[config.mk]
export PLATFORM = sky130hd
export DESIGN_NAME = sio_port
export DESIGN_NICKNAME = d
export VERILOG_FILES = /design/src/rtl/sio_pkg.sv /design/src/rtl/sio_tx.sv /design/src/rtl/sio_rx.sv /design/src/rtl/sio_port.sv
export SDC_FILE = /design/constraint.sdc
export NUM_CORES = 1
export LEC_CHECK = 0
export BUFFER_PORTS_ARGS = -buffer_cell sky130_fd_sc_hd__buf_2
export CAP_MARGIN = 20
export CELL_PAD_IN_SITES_DETAIL_PLACEMENT = 0
export CELL_PAD_IN_SITES_GLOBAL_PLACEMENT = 1
export CORE_UTILIZATION = 47
export DETAILED_ROUTE_END_ITERATION = 10
export PLACE_DENSITY = 0.83
export SYNTH_ARGS = -nofsm -noshare
export SYNTH_HDL_FRONTEND = slang
export SYNTH_SLANG_ARGS = --single-unit
[constraint.sdc]
create_clock -name clk -period 2.76 [get_ports clk]
set_clock_uncertainty 0.2 [all_clocks]
set_input_delay 0.552 -clock clk [delete_from_list [all_inputs] [get_ports clk]]
set_output_delay 0.552 -clock clk [all_outputs]
set_load 0.05 [all_outputs]
[src/rtl/sio_pkg.sv]
package sio_pkg;
    typedef enum logic [1:0] {
        MODE_SHIFT = 2'b00,
        MODE_8VAR  = 2'b01,
        MODE_9FIX  = 2'b10,
        MODE_9VAR  = 2'b11
    } mode_t;

    localparam int B_MHI  = 7;
    localparam int B_MLO  = 6;
    localparam int B_FILT = 5;
    localparam int B_REN  = 4;
    localparam int B_TB8  = 3;
    localparam int B_RB8  = 2;
    localparam int B_TI   = 1;
    localparam int B_RI   = 0;

    localparam int OS_RATE = 16;
    localparam int OS_W    = $clog2(OS_RATE);
    localparam logic [OS_W-1:0] OS_MID  = OS_W'(OS_RATE/2 + 1);
    localparam logic [OS_W-1:0] OS_LAST = OS_W'(OS_RATE - 1);

    function automatic logic is_nine(mode_t m);
        return (m == MODE_9FIX) || (m == MODE_9VAR);
    endfunction
endpackage

[src/rtl/sio_tx.sv]
module sio_tx
    import sio_pkg::*;
#(
    parameter int DW = 8
) (
    input  logic          clk,
    input  logic          rst_n,
    input  mode_t         mode,
    input  logic          os_tick,
    input  logic          load,
    input  logic [DW-1:0] din,
    input  logic          tb8,
    output logic          line,
    output logic          sclk,
    output logic          dq,
    output logic          oe,
    output logic          busy,
    output logic          ti_set
);
    localparam int CW = $clog2(DW);
    localparam logic [CW-1:0] LAST = CW'(DW - 1);

    typedef enum logic [2:0] {
        TX_IDLE, TX_SHIFT, TX_START, TX_DATA, TX_NINTH, TX_STOP
    } tx_st_t;

    tx_st_t          st;
    logic [DW-1:0]   sh;
    logic            b9;
    logic [CW-1:0]   idx;
    logic [OS_W-1:0] cnt;
    logic            ph;
    logic            bit_end;

    assign bit_end = os_tick && (cnt == OS_LAST);

    always_ff @(posedge clk or negedge rst_n) begin
        if (!rst_n) begin
            st <= TX_IDLE; sh <= '0; b9 <= 1'b0; idx <= '0; cnt <= '0; ph <= 1'b0;
        end else if (load) begin
            sh <= din; b9 <= tb8; idx <= '0; cnt <= '0; ph <= 1'b0;
            st <= (mode == MODE_SHIFT) ? TX_SHIFT : TX_START;
        end else begin
            if (os_tick) cnt <= cnt + 1'b1;
            unique case (st)
                TX_IDLE: ;
                TX_SHIFT: begin
                    ph <= ~ph;
                    if (ph) begin
                        sh  <= sh >> 1;
                        idx <= idx + 1'b1;
                        if (idx == LAST) st <= TX_IDLE;
                    end
                end
                TX_START: if (bit_end) st <= TX_DATA;
                TX_DATA: if (bit_end) begin
                    sh  <= sh >> 1;
                    idx <= idx + 1'b1;
                    if (idx == LAST) st <= is_nine(mode) ? TX_NINTH : TX_STOP;
                end
                TX_NINTH: if (bit_end) st <= TX_STOP;
                TX_STOP:  if (bit_end) st <= TX_IDLE;
                default:  st <= TX_IDLE;
            endcase
        end
    end

    always_comb begin
        line   = 1'b1;
        sclk   = 1'b1;
        oe     = 1'b0;
        busy   = (st != TX_IDLE);
        dq     = sh[0];
        ti_set = 1'b0;
        unique case (st)
            TX_IDLE:  ;
            TX_SHIFT: begin
                sclk   = ph;
                oe     = 1'b1;
                ti_set = !load && ph && (idx == LAST);
            end
            TX_START: line = 1'b0;
            TX_DATA: begin
                line   = sh[0];
                ti_set = !load && bit_end && (idx == LAST) && !is_nine(mode);
            end
            TX_NINTH: begin
                line   = b9;
                ti_set = !load && bit_end;
            end
            TX_STOP:  ;
            default:  ;
        endcase
    end


    ti_at_stop_chk: assert property (@(posedge clk) disable iff (!rst_n)
        ti_set |=> (st == TX_STOP || st == TX_IDLE));


    shift_drive_chk: assert property (@(posedge clk) disable iff (!rst_n)
        (st == TX_SHIFT && !load) |=> (oe || st == TX_IDLE));
endmodule

[src/rtl/sio_rx.sv]
module sio_rx
    import sio_pkg::*;
#(
    parameter int DW = 8
) (
    input  logic          clk,
    input  logic          rst_n,
    input  mode_t         mode,
    input  logic          os_tick,
    input  logic          ren,
    input  logic          filt,
    input  logic          ri,
    input  logic          tx_busy,
    input  logic          rxd,
    output logic          sclk,
    output logic          busy,
    output logic          done,
    output logic          ok,
    output logic [DW-1:0] data,
    output logic          b8
);
    localparam int CW = $clog2(DW);
    localparam logic [CW-1:0] LAST = CW'(DW - 1);

    typedef enum logic [2:0] {
        RX_IDLE, RX_SHIFT, RX_START, RX_DATA, RX_NINTH, RX_STOP
    } rx_st_t;

    rx_st_t          st;
    logic [DW-1:0]   sh;
    logic            b9, s0, s1, ph;
    logic [CW-1:0]   idx;
    logic [OS_W-1:0] cnt;
    logic            vote, mid, bend;

    assign vote = (s0 & s1) | (s0 & rxd) | (s1 & rxd);
    assign mid  = os_tick && (cnt == OS_MID);
    assign bend = os_tick && (cnt == OS_LAST);

    always_ff @(posedge clk or negedge rst_n) begin
        if (!rst_n) begin
            st <= RX_IDLE; sh <= '0; b9 <= 1'b0; s0 <= 1'b1; s1 <= 1'b1;
            ph <= 1'b0; idx <= '0; cnt <= '0;
        end else begin
            if (os_tick && st != RX_IDLE) begin
                cnt <= cnt + 1'b1;
                if (cnt == OS_MID - 2) s0 <= rxd;
                if (cnt == OS_MID - 1) s1 <= rxd;
            end
            unique case (st)
                RX_IDLE: begin
                    cnt <= '0; idx <= '0; ph <= 1'b0;
                    if (mode == MODE_SHIFT) begin
                        if (ren && !ri && !tx_busy) st <= RX_SHIFT;
                    end else if (ren && !rxd) begin
                        st <= RX_START;
                    end
                end
                RX_SHIFT: begin
                    ph <= ~ph;
                    if (ph) begin
                        sh  <= {rxd, sh[DW-1:1]};
                        idx <= idx + 1'b1;
                        if (idx == LAST) st <= RX_IDLE;
                    end
                end
                RX_START: begin
                    if (mid && vote)  st <= RX_IDLE;
                    else if (bend)    st <= RX_DATA;
                end
                RX_DATA: begin
                    if (mid) sh <= {vote, sh[DW-1:1]};
                    if (bend) begin
                        idx <= idx + 1'b1;
                        if (idx == LAST) st <= is_nine(mode) ? RX_NINTH : RX_STOP;
                    end
                end
                RX_NINTH: begin
                    if (mid)  b9 <= vote;
                    if (bend) st <= RX_STOP;
                end
                RX_STOP: if (mid) st <= RX_IDLE;
                default: st <= RX_IDLE;
            endcase
        end
    end

    always_comb begin
        sclk = (st == RX_SHIFT) ? ph : 1'b1;
        busy = (st != RX_IDLE);
        done = 1'b0;
        ok   = 1'b1;
        data = sh;
        b8   = 1'b0;
        unique case (st)
            RX_SHIFT: begin
                done = ph && (idx == LAST);
                data = {rxd, sh[DW-1:1]};
            end
            RX_STOP: begin
                done = mid;
                b8   = is_nine(mode) ? b9 : vote;
                ok   = !filt || b8;
            end
            default: ;
        endcase
    end


    rx_off_chk: assert property (@(posedge clk) disable iff (!rst_n)
        (st == RX_IDLE && !ren) |=> (st == RX_IDLE));


    rx_done_src_chk: assert property (@(posedge clk) disable iff (!rst_n)
        done |=> (st == RX_IDLE));
endmodule

[src/rtl/sio_port.sv]
module sio_port
    import sio_pkg::*;
#(
    parameter int DW     = 8,
    parameter int ADDR_W = 1
) (
    input  logic              clk,
    input  logic              rst_n,
    input  logic [ADDR_W-1:0] reg_addr,
    input  logic              reg_rd,
    input  logic              reg_wr,
    input  logic [DW-1:0]     reg_wdata,
    output logic [DW-1:0]     reg_rdata,
    input  logic              baud_tick,
    input  logic              dbl_rate,
    input  logic              rxd_in,
    output logic              rxd_out,
    output logic              rxd_oe,
    output logic              txd_out,
    output logic              irq
);
    localparam logic [ADDR_W-1:0] A_CTRL = ADDR_W'(0);
    localparam logic [ADDR_W-1:0] A_DATA = ADDR_W'(1);

    logic [DW-1:0] ctrl_q, rxbuf_q;
    logic [1:0]    div_q;
    logic          os_tick;
    mode_t         mode;
    logic          tx_line, tx_sclk, tx_busy, ti_set;
    logic          rx_sclk, rx_busy, rx_done, rx_ok, rx_b8;
    logic [DW-1:0] rx_data;
    logic          wr_ctrl;

    assign mode    = mode_t'({ctrl_q[B_MHI], ctrl_q[B_MLO]});
    assign wr_ctrl = reg_wr && (reg_addr == A_CTRL);
    assign os_tick = (mode == MODE_9FIX) ? (dbl_rate ? div_q[0] : (div_q == 2'b11))
                                         : baud_tick;

    always_ff @(posedge clk or negedge rst_n) begin
        if (!rst_n) begin
            ctrl_q <= '0; rxbuf_q <= '0; reg_rdata <= '0; div_q <= '0;
        end else begin
            div_q <= div_q + 1'b1;
            if (wr_ctrl) ctrl_q <= reg_wdata;
            if (ti_set)  ctrl_q[B_TI] <= 1'b1;
            if (rx_done && rx_ok) begin
                ctrl_q[B_RI]  <= 1'b1;
                ctrl_q[B_RB8] <= rx_b8;
                rxbuf_q       <= rx_data;
            end
            if (reg_rd) reg_rdata <= (reg_addr == A_DATA) ? rxbuf_q : ctrl_q;
        end
    end

    sio_tx #(.DW(DW)) u_tx (
        .clk(clk), .rst_n(rst_n), .mode(mode), .os_tick(os_tick),
        .load(reg_wr && (reg_addr == A_DATA)), .din(reg_wdata), .tb8(ctrl_q[B_TB8]),
        .line(tx_line), .sclk(tx_sclk), .dq(rxd_out), .oe(rxd_oe),
        .busy(tx_busy), .ti_set(ti_set)
    );

    sio_rx #(.DW(DW)) u_rx (
        .clk(clk), .rst_n(rst_n), .mode(mode), .os_tick(os_tick),
        .ren(ctrl_q[B_REN]), .filt(ctrl_q[B_FILT]), .ri(ctrl_q[B_RI]),
        .tx_busy(tx_busy), .rxd(rxd_in), .sclk(rx_sclk), .busy(rx_busy),
        .done(rx_done), .ok(rx_ok), .data(rx_data), .b8(rx_b8)
    );

    always_comb begin
        if (mode == MODE_SHIFT)
            txd_out = tx_busy ? tx_sclk : (rx_busy ? rx_sclk : 1'b1);
        else
            txd_out = tx_line;
        irq = ctrl_q[B_TI] | ctrl_q[B_RI];
    end


    ti_sticky_chk: assert property (@(posedge clk) disable iff (!rst_n)
        (ctrl_q[B_TI] && !wr_ctrl) |=> ctrl_q[B_TI]);


    ri_load_chk: assert property (@(posedge clk) disable iff (!rst_n)
        (rx_done && rx_ok) |=> (ctrl_q[B_RI] && rxbuf_q == $past(rx_data)));


    reject_hold_chk: assert property (@(posedge clk) disable iff (!rst_n)
        (rx_done && !rx_ok) |=> $stable(rxbuf_q));
endmodule

==> results of run 1 <==
-- placed cells by master, fill, tap and decap left out, types with 9 or more instances in the layout --
master,count
nor2_1,32
a21oi_1,25
mux2i_1,13
o21ai_0,17
mux2_2,30
buf_2,26
ha_1,9
clkbuf_8,9
nand2_1,33
dfrtp_1,65
buf_4,18
-- final cells by class --
type / instances / share of cell area
inverter: 7 / 0.00620
clock buffer: 9 / 0.0292
tap: 99 / 0.0292
timing repair buffer: 46 / 0.0700
multi-input combinational: 264 / 0.440
sequential: 68 / 0.402
clock inverter: 7 / 0.0230
-- flip-flops by register name, indices dropped and copies added, names as in the netlist, 2 cells and up --
register / count
u_rx.sh: 8
u_tx.sh: 8
rxbuf_q: 8
u_rx.st: 3
div_q: 2
u_rx.idx: 3
u_rx.cnt: 4
u_tx.cnt: 4
reg_rdata: 8
ctrl_q: 8
u_tx.st: 3
u_tx.idx: 3
-- worst paths after layout --
kind | start | endpoint | cells after the start
max reg2reg | ctrl_q[6] | u_rx.st[0] | 5
max in group asynchronous | rst_n | u_rx.s1 | 2
min reg2reg | div_q[0] | div_q[0] | 1
max | u_tx.st[2] | txd_out | 5
min | rst_n | div_q[0] | 1
min in group clk | reg_wdata[3] | ctrl_q[3] | 2
-- cells by family after synthesis --
kind of cell / after synthesis
and+or+nand+nor: 113
AOI/OAI and AO/OA: 88
DFF: 68
muxes: 46
buffers and inverters: 29
adders and majority gates: 10
xor gates and xnor gates: 7
-- power groups by stage --
| stage | registers (mW) | clock network (mW) | logic, mW |
|---|---|---|---|
| after global placement | 1.47 | 0 | 1.21 |
| after global routing | 1.50 | 0.993 | 1.39 |
| after floorplan | 1.49 | 0 | 0.883 |
| after detailed placement | 1.48 | 0 | 1.24 |
| after CTS | 1.46 | 0.949 | 1.26 |
| final | 1.47 | 0.932 | 1.26 |
-- per-layer routing --
layer,track usage,share of wire,vias to the layer above
met4,0.0820,0.016,0
li1,-,-,1368
met3,0.0328,0.029,12
met2,0.324,0.47,46
met5,0,0,-
met1,0.293,0.48,1333
-- repair_timing --
action,CTS,global route
pin swaps,0,1
hold buffers,0,0
buffers inserted,1,0
endpoints found under the setup margin,1,1
gates resized for setup,2,2
gates cloned,0,0
==> flow_metrics.env, run 1 <==
export IMPL_drt_iter0_drc=112
export IMPL_num_nets_final=421
export IMPL_yosysTopAreaCell="dfrtp_1"
export IMPL_track_usage=0.209
export IMPL_synth_edf_count=0
export IMPL_drt_first_pass_iters=4
export IMPL_ys_ff_latch=68
export IMPL_setup_tns_final_ns=0
export IMPL_synth_top_area_share=0.448
export IMPL_drive_gt1_frac=0.264
export IMPL_fin_worst_hold_slack_ns=-0.00868
export IMPL_area_growth_synth_to_final_pct=15.0
export IMPL_fin_ws_ns=0.104
export IMPL_post_synth_top_count_cell="dfrtp_1"
export IMPL_drc=0
export IMPL_holdCritPathClass="in -> async"
export IMPL_critPathMaxFanout=2
export IMPL_failed_checks="hold timing"
export IMPL_path_class="reg -> out"
export IMPL_switching_share=0.374
export IMPL_synth_top_family_by_area="compound AO/OA/AOI/OAI gates"
export IMPL_grt_start_max_net_pins=47
export IMPL_antenna_left=0
export IMPL_dpl_hpwl_um=5690
export IMPL_synthMuxAreaShare=0.136
export IMPL_avgRoutedWirePerCell_um=15.9
export IMPL_portBuffers=27
export IMPL_cts_buffers_inserted=9
export IMPL_relSlewSlack=0.551
export IMPL_critPathMostFrequentCell="or3_1"
export IMPL_insertion_delay_ns=0.35
export IMPL_grt_overflow=0
export IMPL_cts_tree="done"
export IMPL_via_per_inst=5.52
export IMPL_synthFlopType="dfrtp_1"
export IMPL_die_area_mm2=0.00820
export IMPL_seq_area_frac_synth=0.462
export IMPL_power_mw=3.65
export IMPL_dr_total_vias=2759
export IMPL_vdd_ir_drop_max_mv=0.364
export IMPL_synth_xor_xnor_area_share=0.0166
export IMPL_r2r_slack_ns=0.36
export IMPL_layout_min_cycle_time_ns=2.66
export IMPL_place_gp_congestion=0.827
export IMPL_clock_sinks=68
export IMPL_power_switching_mw=1.37
export IMPL_antennaDiodeCount=0
export IMPL_worst_ep_required_time_ns=2.01
export IMPL_ys_warn_count=0
export IMPL_fill_cells=648
export IMPL_ioPinCount=28
export IMPL_root_buffer="clkbuf_8"
export IMPL_synthAdderAreaFrac=0.0333
export IMPL_finalCritPeriodShare=0.962
export IMPL_maxCapViolCount=0
export IMPL_post_route_util=0.572
export IMPL_stdcell_area_mm2=0.00424
export IMPL_seq_power_share=0.402
export IMPL_synth_avg_cell_area_um2=10.2
export IMPL_cp_arrival_ns=1.90
export IMPL_crit_path_start_kind="flop"
export IMPL_worstMarginPinSlew_ns=0.672
export IMPL_synth_nets=386
export IMPL_synthArstFlopShare=1.00
export IMPL_critPathBufInv=1
export IMPL_antenna_found_initial=0
export IMPL_rsz0062_at_grt="no"
export IMPL_routed_wl_um=7950
export IMPL_placed_area_mm2=0.00400
export IMPL_critPathMaxStageDelay_ns=0.41
export IMPL_yosysUniqueCellTypes=58
export IMPL_cp_cell_sequence="or3_1, or3_1, o221ai_2, o31ai_2, buf_6"
export IMPL_synth_commonest_cells="66 x dfrtp_1, 33 x nand2_1, 32 x nor2_1, 30 x mux2_2, 25 x a21oi_1"
export IMPL_grt_pass1_wl_um=13500
export IMPL_clock_path_buffers=2
export IMPL_row_count=31
export IMPL_fmax_mhz=376
export IMPL_power_frac_comb=0.344
export IMPL_slew_viol_final=0
export IMPL_status="finished with violations"
export IMPL_synthCells=361
export IMPL_setup_viol=0
export IMPL_finalHoldViolCount=18
export IMPL_dp_cells=483
export IMPL_end_kind="primary output"
export IMPL_critical_path_top_delay_family="simple AND/OR/NAND/NOR gates"
export IMPL_synth_simple_area_share=0.149
export IMPL_synth_area_leaders="dfrtp_1 45%, mux2_2 9.2%, mux2i_1 3.5%"
export IMPL_synth_compound_area_frac=0.168
export IMPL_clk_pin_slew_ns=0.08
export IMPL_multi_input_area_mm2=0.00187
export IMPL_start_util=0.498
export IMPL_fin_cells=500
export IMPL_die_y_um=90.6
export IMPL_syn_cell_area_mm2=0.00369
export IMPL_cellLeakagePower_nw=1.87
export IMPL_power_density_mw_per_mm2=862
export IMPL_die_w_um=90.6
export IMPL_register_area_mm2=0.00171
export IMPL_core_area_mm2=0.00741
export IMPL_grt_pass1_vias=2709
export IMPL_clockPowerShare=0.255
export IMPL_cpMaxStageDelayCell="dfrtp_2"
export IMPL_pre_cts_slack_ns=0.254
export IMPL_p_int_mw=2.29
export IMPL_h_tree_depth=3
Power figures use the tool's default switching activity.
==> run 2, diff against run 1 <==
--- a/config.mk
+++ b/config.mk
@@ -5,13 +5,14 @@
 export SDC_FILE = /design/constraint.sdc
 export NUM_CORES = 1
 export LEC_CHECK = 0
+export ABC_AREA = 1
 export BUFFER_PORTS_ARGS = -buffer_cell sky130_fd_sc_hd__buf_2
 export CAP_MARGIN = 20
 export CELL_PAD_IN_SITES_DETAIL_PLACEMENT = 0
 export CELL_PAD_IN_SITES_GLOBAL_PLACEMENT = 1
-export CORE_UTILIZATION = 47
+export CORE_UTILIZATION = 45
 export DETAILED_ROUTE_END_ITERATION = 10
-export PLACE_DENSITY = 0.83
+export PLACE_DENSITY = 0.84
 export SYNTH_ARGS = -nofsm -noshare
 export SYNTH_HDL_FRONTEND = slang
 export SYNTH_SLANG_ARGS = --single-unit
==> run 2 against run 1 <==
  * The flow now finishes without violations
  * Setup slack better by 0.10 ns
  * Register-to-register slack better by 0.47 ns
  * Maximum frequency is 3.9% higher
  * First-iteration DRC count is 26% higher
  * Utilization is 3.9 points lower
  * Sequential share of layout area is 0.50 points higher
  * Design area is 1.3% lower
  * Combinational power is 13% higher
  * Sequential power is 5% lower
  * Critical path depth is 2 higher
  * Synthesized cell count is 29% higher
  * Critical path type unchanged
  * Highest routed layer unchanged
==> flow_metrics.env, run 2 <==
export IMPL_area_growth_synth_to_final_pct=12.7
export IMPL_antenna_left=0
export IMPL_portBuffers=27
export IMPL_worstSetupEndpoint="txd_out"
export IMPL_power_density_mw_per_mm2=917
export IMPL_clockPowerShare=0.265
export IMPL_synth_edf_count=0
export IMPL_post_synth_top_count_cell="nand2_1"
export IMPL_ys_ff_latch=68
export IMPL_relSlewSlack=0.622
export IMPL_critPathBufInv=2
export IMPL_core_area_mm2=0.00785
export IMPL_dpl_hpwl_um=5710
export IMPL_critPathMaxStageDelay_ns=0.44
export IMPL_fmax_mhz=391
export IMPL_cp_arrival_ns=1.80
export IMPL_status="finished, final reports clean"
export IMPL_power_frac_comb=0.373
export IMPL_ys_warn_count=0
export IMPL_drt_first_pass_iters=4
export IMPL_fin_worst_hold_slack_ns=0.244
export IMPL_h_tree_depth=3
export IMPL_vdd_ir_drop_max_mv=0.341
export IMPL_synth_nets=490
export IMPL_seq_power_share=0.363
export IMPL_cellLeakagePower_nw=2.16
export IMPL_drt_iter0_drc=141
export IMPL_r2r_slack_ns=0.83
export IMPL_finalHoldViolCount=0
export IMPL_r2r_start="u_tx.cnt[0]"
export IMPL_grt_pass1_vias=2865
export IMPL_p_int_mw=2.30
export IMPL_layout_min_cycle_time_ns=2.56
export IMPL_end_kind="primary output"
export IMPL_start_util=0.473
export IMPL_root_buffer="clkbuf_8"
export IMPL_antennaDiodeCount=0
export IMPL_clk_pin_slew_ns=0.07
export IMPL_drive_gt1_frac=0.170
export IMPL_setup_viol=0
export IMPL_worstReg2RegEnd="u_tx.sh[2]"
export IMPL_rsz0062_at_grt="no"
export IMPL_cts_buffers_inserted=9
export IMPL_setup_tns_final_ns=0
export IMPL_place_gp_congestion=0.888
export IMPL_synth_commonest_cells="153 x nand2_1, 66 x dfrtp_1, 50 x inv_1, 34 x o21ai_0, 32 x nor2_1"
export IMPL_die_w_um=92.8
export IMPL_synthFlopType="dfrtp_1"
export IMPL_grt_pass1_wl_um=13000
export IMPL_cp_cell_sequence="nor2_1, nand2_1, o21ai_0, inv_1, a21oi_1, o21ai_0, buf_2"
export IMPL_placed_area_mm2=0.00393
export IMPL_post_route_util=0.533
export IMPL_track_usage=0.194
export IMPL_ioPinCount=28
export IMPL_routed_wl_um=7660
export IMPL_dr_total_vias=3023
export IMPL_dp_cells=585
export IMPL_grt_overflow=0
export IMPL_synthCells=465
export IMPL_stdcell_area_mm2=0.00418
export IMPL_postCtsSetupRepairBufs=0
export IMPL_r2r_worst_path_cells=9
export IMPL_cp_depth=7
export IMPL_worstMarginPinSlew_ns=0.568
export IMPL_worst_ep_required_time_ns=2.01
export IMPL_critPathMostFrequentCell="o21ai_0"
export IMPL_switching_share=0.400
export IMPL_startpoint="u_tx.st[0]"
export IMPL_num_nets_final=520
export IMPL_cts_tree="done"
export IMPL_cpMaxStageDelayCell="dfrtp_1"
export IMPL_row_count=32
export IMPL_die_y_um=92.8
export IMPL_clock_sinks=68
export IMPL_layout_common_cells="153 x nand2_1, 66 x dfrtp_1, 50 x inv_1, 34 x o21ai_0, 32 x nor2_1"
export IMPL_synth_avg_cell_area_um2=7.98
export IMPL_syn_cell_area_mm2=0.00371
export IMPL_crit_path_start_kind="flop"
export IMPL_die_area_mm2=0.00862
export IMPL_synthArstFlopShare=1.00
export IMPL_yosysTopAreaCell="dfrtp_1"
export IMPL_cts_resized=0
export IMPL_critical_path_top_delay_family="flip-flops"
export IMPL_final_common_cell="nand2_1"
export IMPL_path_class="reg -> out"
export IMPL_finalCritPeriodShare=0.926
export IMPL_antenna_found_initial=0
export IMPL_seq_area_frac_synth=0.459
export IMPL_holdCritPathClass="in -> reg"
export IMPL_synth_area_leaders="dfrtp_1 44%, nand2_1 15%, inv_1 5.1%"
export IMPL_insertion_delay_ns=0.35
export IMPL_clock_path_buffers=2
export IMPL_fin_cells=602
export IMPL_synth_top_area_share=0.445
export IMPL_grt_start_max_net_pins=47
export IMPL_via_per_inst=5.02
export IMPL_yosysUniqueCellTypes=38
export IMPL_power_switching_mw=1.54
export IMPL_drc=0
export IMPL_avgRoutedWirePerCell_um=12.7
export IMPL_slew_viol_final=0
export IMPL_maxCapViolCount=0
export IMPL_critPathMaxFanout=6
## run 2: changes by cell type in the layout (fill, tap and decap cells not counted), sizes merged, moves of 8 or more
cell	previous run	this run
a21oi	25	13
buf	46	30
inv	9	52
mux2	33	0
mux2i	13	0
nand2	33	162
nand2b	8	0
nand3	3	30
o21ai	19	54
## run 2: power groups by stage
stage | combinational [mW] | clock [mW] | sequential [mW]
2_1_floorplan | 1.11 | 0 | 1.43
3_3_place_gp | 1.42 | 0 | 1.40
3_5_place_dp | 1.44 | 0 | 1.41
4_1_cts | 1.44 | 1.04 | 1.39
5_1_grt | 1.62 | 1.08 | 1.42
6_report | 1.43 | 1.02 | 1.39
## run 2: area by class of cell
cell class	count	area, µm²
multi-input combinational	331	1720
clock buffer	10	138
sequential	68	1700
tap	102	128
fill	777	3660
clock inverter	6	111
timing repair buffer	31	180
inverter	54	203
## run 2: cells by family (layout without fill, tap and decap cells)
logic type,after synthesis,after routing,share of synthesized area
adders and majority gates,9,9,0.0303
and+or+nand+nor,239,239,0.295
DFF,68,68,0.459
AOI/OAI and AO/OA,82,82,0.136
buffers and inverters,66,101,0.0775
xor gates and xnor gates,1,1,0.00236
## run 2: worst min-delay path, cell delays in order
cell     delay, ns
buf_2         0.10
nand2_1       0.05
nand2_1       0.06
## run 2: worst min path at each step
stage / depth (start not counted) / startpoint / slack [ns] / to
3_5_place_dp: 1 / div_q[0] / 0.25 / div_q[0]
5_1_grt: 3 / reg_wdata[7] / 0.24 / u_tx.sh[7]
2_1_floorplan: 0 / rst_n / 0.06 / ctrl_q[0]
4_1_cts: 3 / reg_wdata[7] / 0.24 / u_tx.sh[7]
6_report: 3 / reg_wdata[7] / 0.24 / u_tx.sh[7]
3_3_place_gp: 1 / div_q[0] / 0.23 / div_q[0]
## run 2: through the flow
| step | worst slack (ns) | power, mW |
|---|---|---|
| detailed placement | 0.581 | 2.85 |
| floorplan | 0.120 | 2.55 |
| global placement | 0.601 | 2.83 |
| CTS | 0.192 | 3.88 |
| finish | 0.204 | 3.84 |
| global route | 0.0921 | 4.13 |
## run 2: layer usage
layer | part of all wire | track usage | vias to the layer above
met4 | 0.020 | 0.0897 | 0
met2 | 0.46 | 0.303 | 35
met3 | 0.028 | 0.0337 | 12
li1 | - | - | 1561
met5 | 0 | 0 | -
met1 | 0.49 | 0.261 | 1415
## run 2: what timing repair did
action,in CTS,in global routing
hold buffers,1,0
hold endpoints to repair,4,0
endpoints found under the setup margin,0,0
==> run 3, diff against run 2 <==
--- a/config.mk
+++ b/config.mk
@@ -6,13 +6,14 @@
 export NUM_CORES = 1
 export LEC_CHECK = 0
 export ABC_AREA = 1
-export BUFFER_PORTS_ARGS = -buffer_cell sky130_fd_sc_hd__buf_2
 export CAP_MARGIN = 20
 export CELL_PAD_IN_SITES_DETAIL_PLACEMENT = 0
 export CELL_PAD_IN_SITES_GLOBAL_PLACEMENT = 1
-export CORE_UTILIZATION = 45
+export CORE_UTILIZATION = 47
 export DETAILED_ROUTE_END_ITERATION = 10
-export PLACE_DENSITY = 0.84
+export DONT_BUFFER_PORTS = 1
+export PLACE_DENSITY = 0.82
+export SETUP_SLACK_MARGIN = 0.5
 export SYNTH_ARGS = -nofsm -noshare
 export SYNTH_HDL_FRONTEND = slang
 export SYNTH_SLANG_ARGS = --single-unit
==> run 3 against run 2 <==
  * The flow now finishes with violations (hold timing)
  * Global-route usage rose by 1.8 points
  * Maximum frequency rose by 10%
  * Power about the same
  * Via count shrank 1.3%
  * Non-clock buffer count fell by 16
  * Design area fell by 0.72%
  * Final cell count decreased by 2.7%
  * Worst hold slack worse by 0.55 ns
  * Critical path depth down 1
  * Routed wire length grew 3.7%
  * Critical endpoint unchanged
  * Largest cell class unchanged
==> flow_metrics.env, run 3 (synthesis gave the netlist of run 2 again) <==
export IMPL_status="finished with violations"
export IMPL_failed_checks="hold timing"
export IMPL_grt_start_max_net_pins=69
export IMPL_clk_pin_slew_ns=0.08
export IMPL_cellLeakagePower_nw=2.10
export IMPL_start_util=0.483
export IMPL_track_usage=0.212
export IMPL_drt_iter0_drc=112
export IMPL_relSlewSlack=0.656
export IMPL_power_density_mw_per_mm2=924
export IMPL_die_y_um=90.9
export IMPL_insertion_delay_ns=0.35
export IMPL_worstMarginPinSlew_ns=0.516
export IMPL_avgRoutedWirePerCell_um=13.6
export IMPL_num_nets_final=504
export IMPL_maxCapViolCount=0
export IMPL_power_mw=3.84
export IMPL_root_buffer="clkbuf_8"
export IMPL_place_gp_congestion=0.799
export IMPL_startpoint="u_tx.st[1]"
export IMPL_drt_first_pass_iters=4
export IMPL_die_w_um=90.9
export IMPL_die_area_mm2=0.00826
export IMPL_clock_path_buffers=2
export IMPL_h_tree_depth=3
export IMPL_slew_viol_final=0
export IMPL_clock_sinks=68
export IMPL_drc=0
export IMPL_finalCritPeriodShare=0.839
export IMPL_register_area_mm2=0.00171
export IMPL_r2r_worst_path_cells=9
export IMPL_core_area_mm2=0.00769
export IMPL_drive_gt1_frac=0.182
export IMPL_crit_path_start_kind="flop"
export IMPL_cts_tree="done"
export IMPL_grt_pass1_vias=2966
export IMPL_setup_tns_final_ns=0
export IMPL_placed_area_mm2=0.00378
export IMPL_critPathMaxFanout=3
export IMPL_vdd_ir_drop_max_mv=0.473
export IMPL_cts_buffers_inserted=9
export IMPL_holdCritPathClass="in -> async"
export IMPL_finalHoldViolCount=68
export IMPL_routed_wl_um=7940
export IMPL_via_per_inst=5.09
export IMPL_worstSetupEndpoint="txd_out"
export IMPL_grt_pass1_wl_um=13800
export IMPL_layout_common_cells="151 x nand2_1, 63 x dfrtp_1, 45 x inv_1, 32 x o21ai_0, 27 x nor2_1"
export IMPL_grt_overflow=0
export IMPL_dpl_hpwl_um=5490
export IMPL_stdcell_area_mm2=0.00415
export IMPL_antennaDiodeCount=0
export IMPL_r2r_slack_ns=0.80
export IMPL_post_route_util=0.540
export IMPL_worstReg2RegEnd="u_tx.sh[6]"
export IMPL_r2r_start="u_tx.cnt[0]"
export IMPL_portBuffers=0
export IMPL_path_class="reg -> out"
export IMPL_layout_min_cycle_time_ns=2.32
export IMPL_antenna_found_initial=0
export IMPL_end_kind="primary output"
export IMPL_dr_total_vias=2983
export IMPL_antenna_left=0
export IMPL_area_growth_synth_to_final_pct=11.9
export IMPL_row_count=32
export IMPL_cp_arrival_ns=1.56
export IMPL_fmax_mhz=432
export IMPL_setup_viol=0
export IMPL_fill_cells=732
export IMPL_rsz0062_at_grt="yes"
export IMPL_ioPinCount=28
export IMPL_fin_worst_hold_slack_ns=-0.311
export IMPL_multi_input_area_mm2=0.00178
export IMPL_final_common_cell="nand2_1"
export IMPL_worst_ep_required_time_ns=2.01
[run 3: changes by cell type in the layout (fill, tap and decap cells not counted), moves of 2 or more]
cell | before | now
buf_2 | 27 | 0
inv_1 | 50 | 45
nand2_1 | 153 | 151
buf_4 | 2 | 15
nor2_1 | 32 | 27
nor2_2 | 1 | 3
dfrtp_2 | 0 | 3
inv_2 | 2 | 7
nand2_2 | 4 | 6
dfrtp_1 | 66 | 63
o21ai_0 | 34 | 32
nor2_4 | 2 | 5
[run 3: cell type report]
| class | instances | share of cell area |
|---|---|---|
| inverters | 54 | 0.0488 |
| well taps | 102 | 0.0307 |
| flip-flops and latches | 68 | 0.411 |
| clock inverters | 7 | 0.0238 |
| multi-input cells | 331 | 0.429 |
| repair buffers | 15 | 0.0271 |
| clock buffers | 9 | 0.0298 |
[run 3: what timing repair did]
action | 4_1_cts | 5_1_grt
hold endpoints to repair | 68 | 68
pin swaps | 5 | 4
buffers inserted | 11 | 1
setup endpoints to repair | 1 | 1
resized for setup | 17 | 6
[run 3: worst max-delay path: stages (launching register included)]
cell and delay, ns:
dfrtp_1 0.44, inv_2 0.08, nor2_2 0.15, nand2_2 0.08, inv_2 0.06, a21oi_2 0.06
o21ai_4 0.35
[run 3: metal layers]
| metal | global-route usage | routed length (µm) |
|---|---|---|
| met4 | 0.0952 | 153 |
| met5 | 0 | 0 |
| met2 | 0.337 | 3740 |
| met3 | 0.0455 | 272 |
| met1 | 0.277 | 3780 |
[run 3: metrics by stage]
| step | worst slack [ns] | instances | hold slack, ns |
|---|---|---|---|
| 6_report | 0.444 | 586 | -0.311 |
| 5_1_grt | 0.379 | 586 | -0.335 |
| 4_1_cts | 0.457 | 585 | -0.333 |
| 3_5_place_dp | 0.643 | 558 | 0.0582 |
| 3_3_place_gp | 0.673 | 558 | 0.0578 |
| 2_1_floorplan | 0.748 | 465 | 0.0564 |
[run 3: power by group]
part / internal (mW) / switching (mW) / total, mW
clock network: 0.513 / 0.405 / 0.918
logic: 0.514 / 0.925 / 1.44
registers: 1.22 / 0.257 / 1.48
[run 3: worst min path at each step]
stage | from | slack, ns | end
after floorplan | rst_n | 0.06 | ctrl_q[0]
after global placement | rst_n | 0.06 | u_tx.idx[1]
after detailed placement | rst_n | 0.06 | u_tx.idx[1]
after CTS | rst_n | -0.33 | u_tx.sh[3]
after global routing | rst_n | -0.33 | u_tx.sh[2]
final | rst_n | -0.31 | u_tx.st[2]
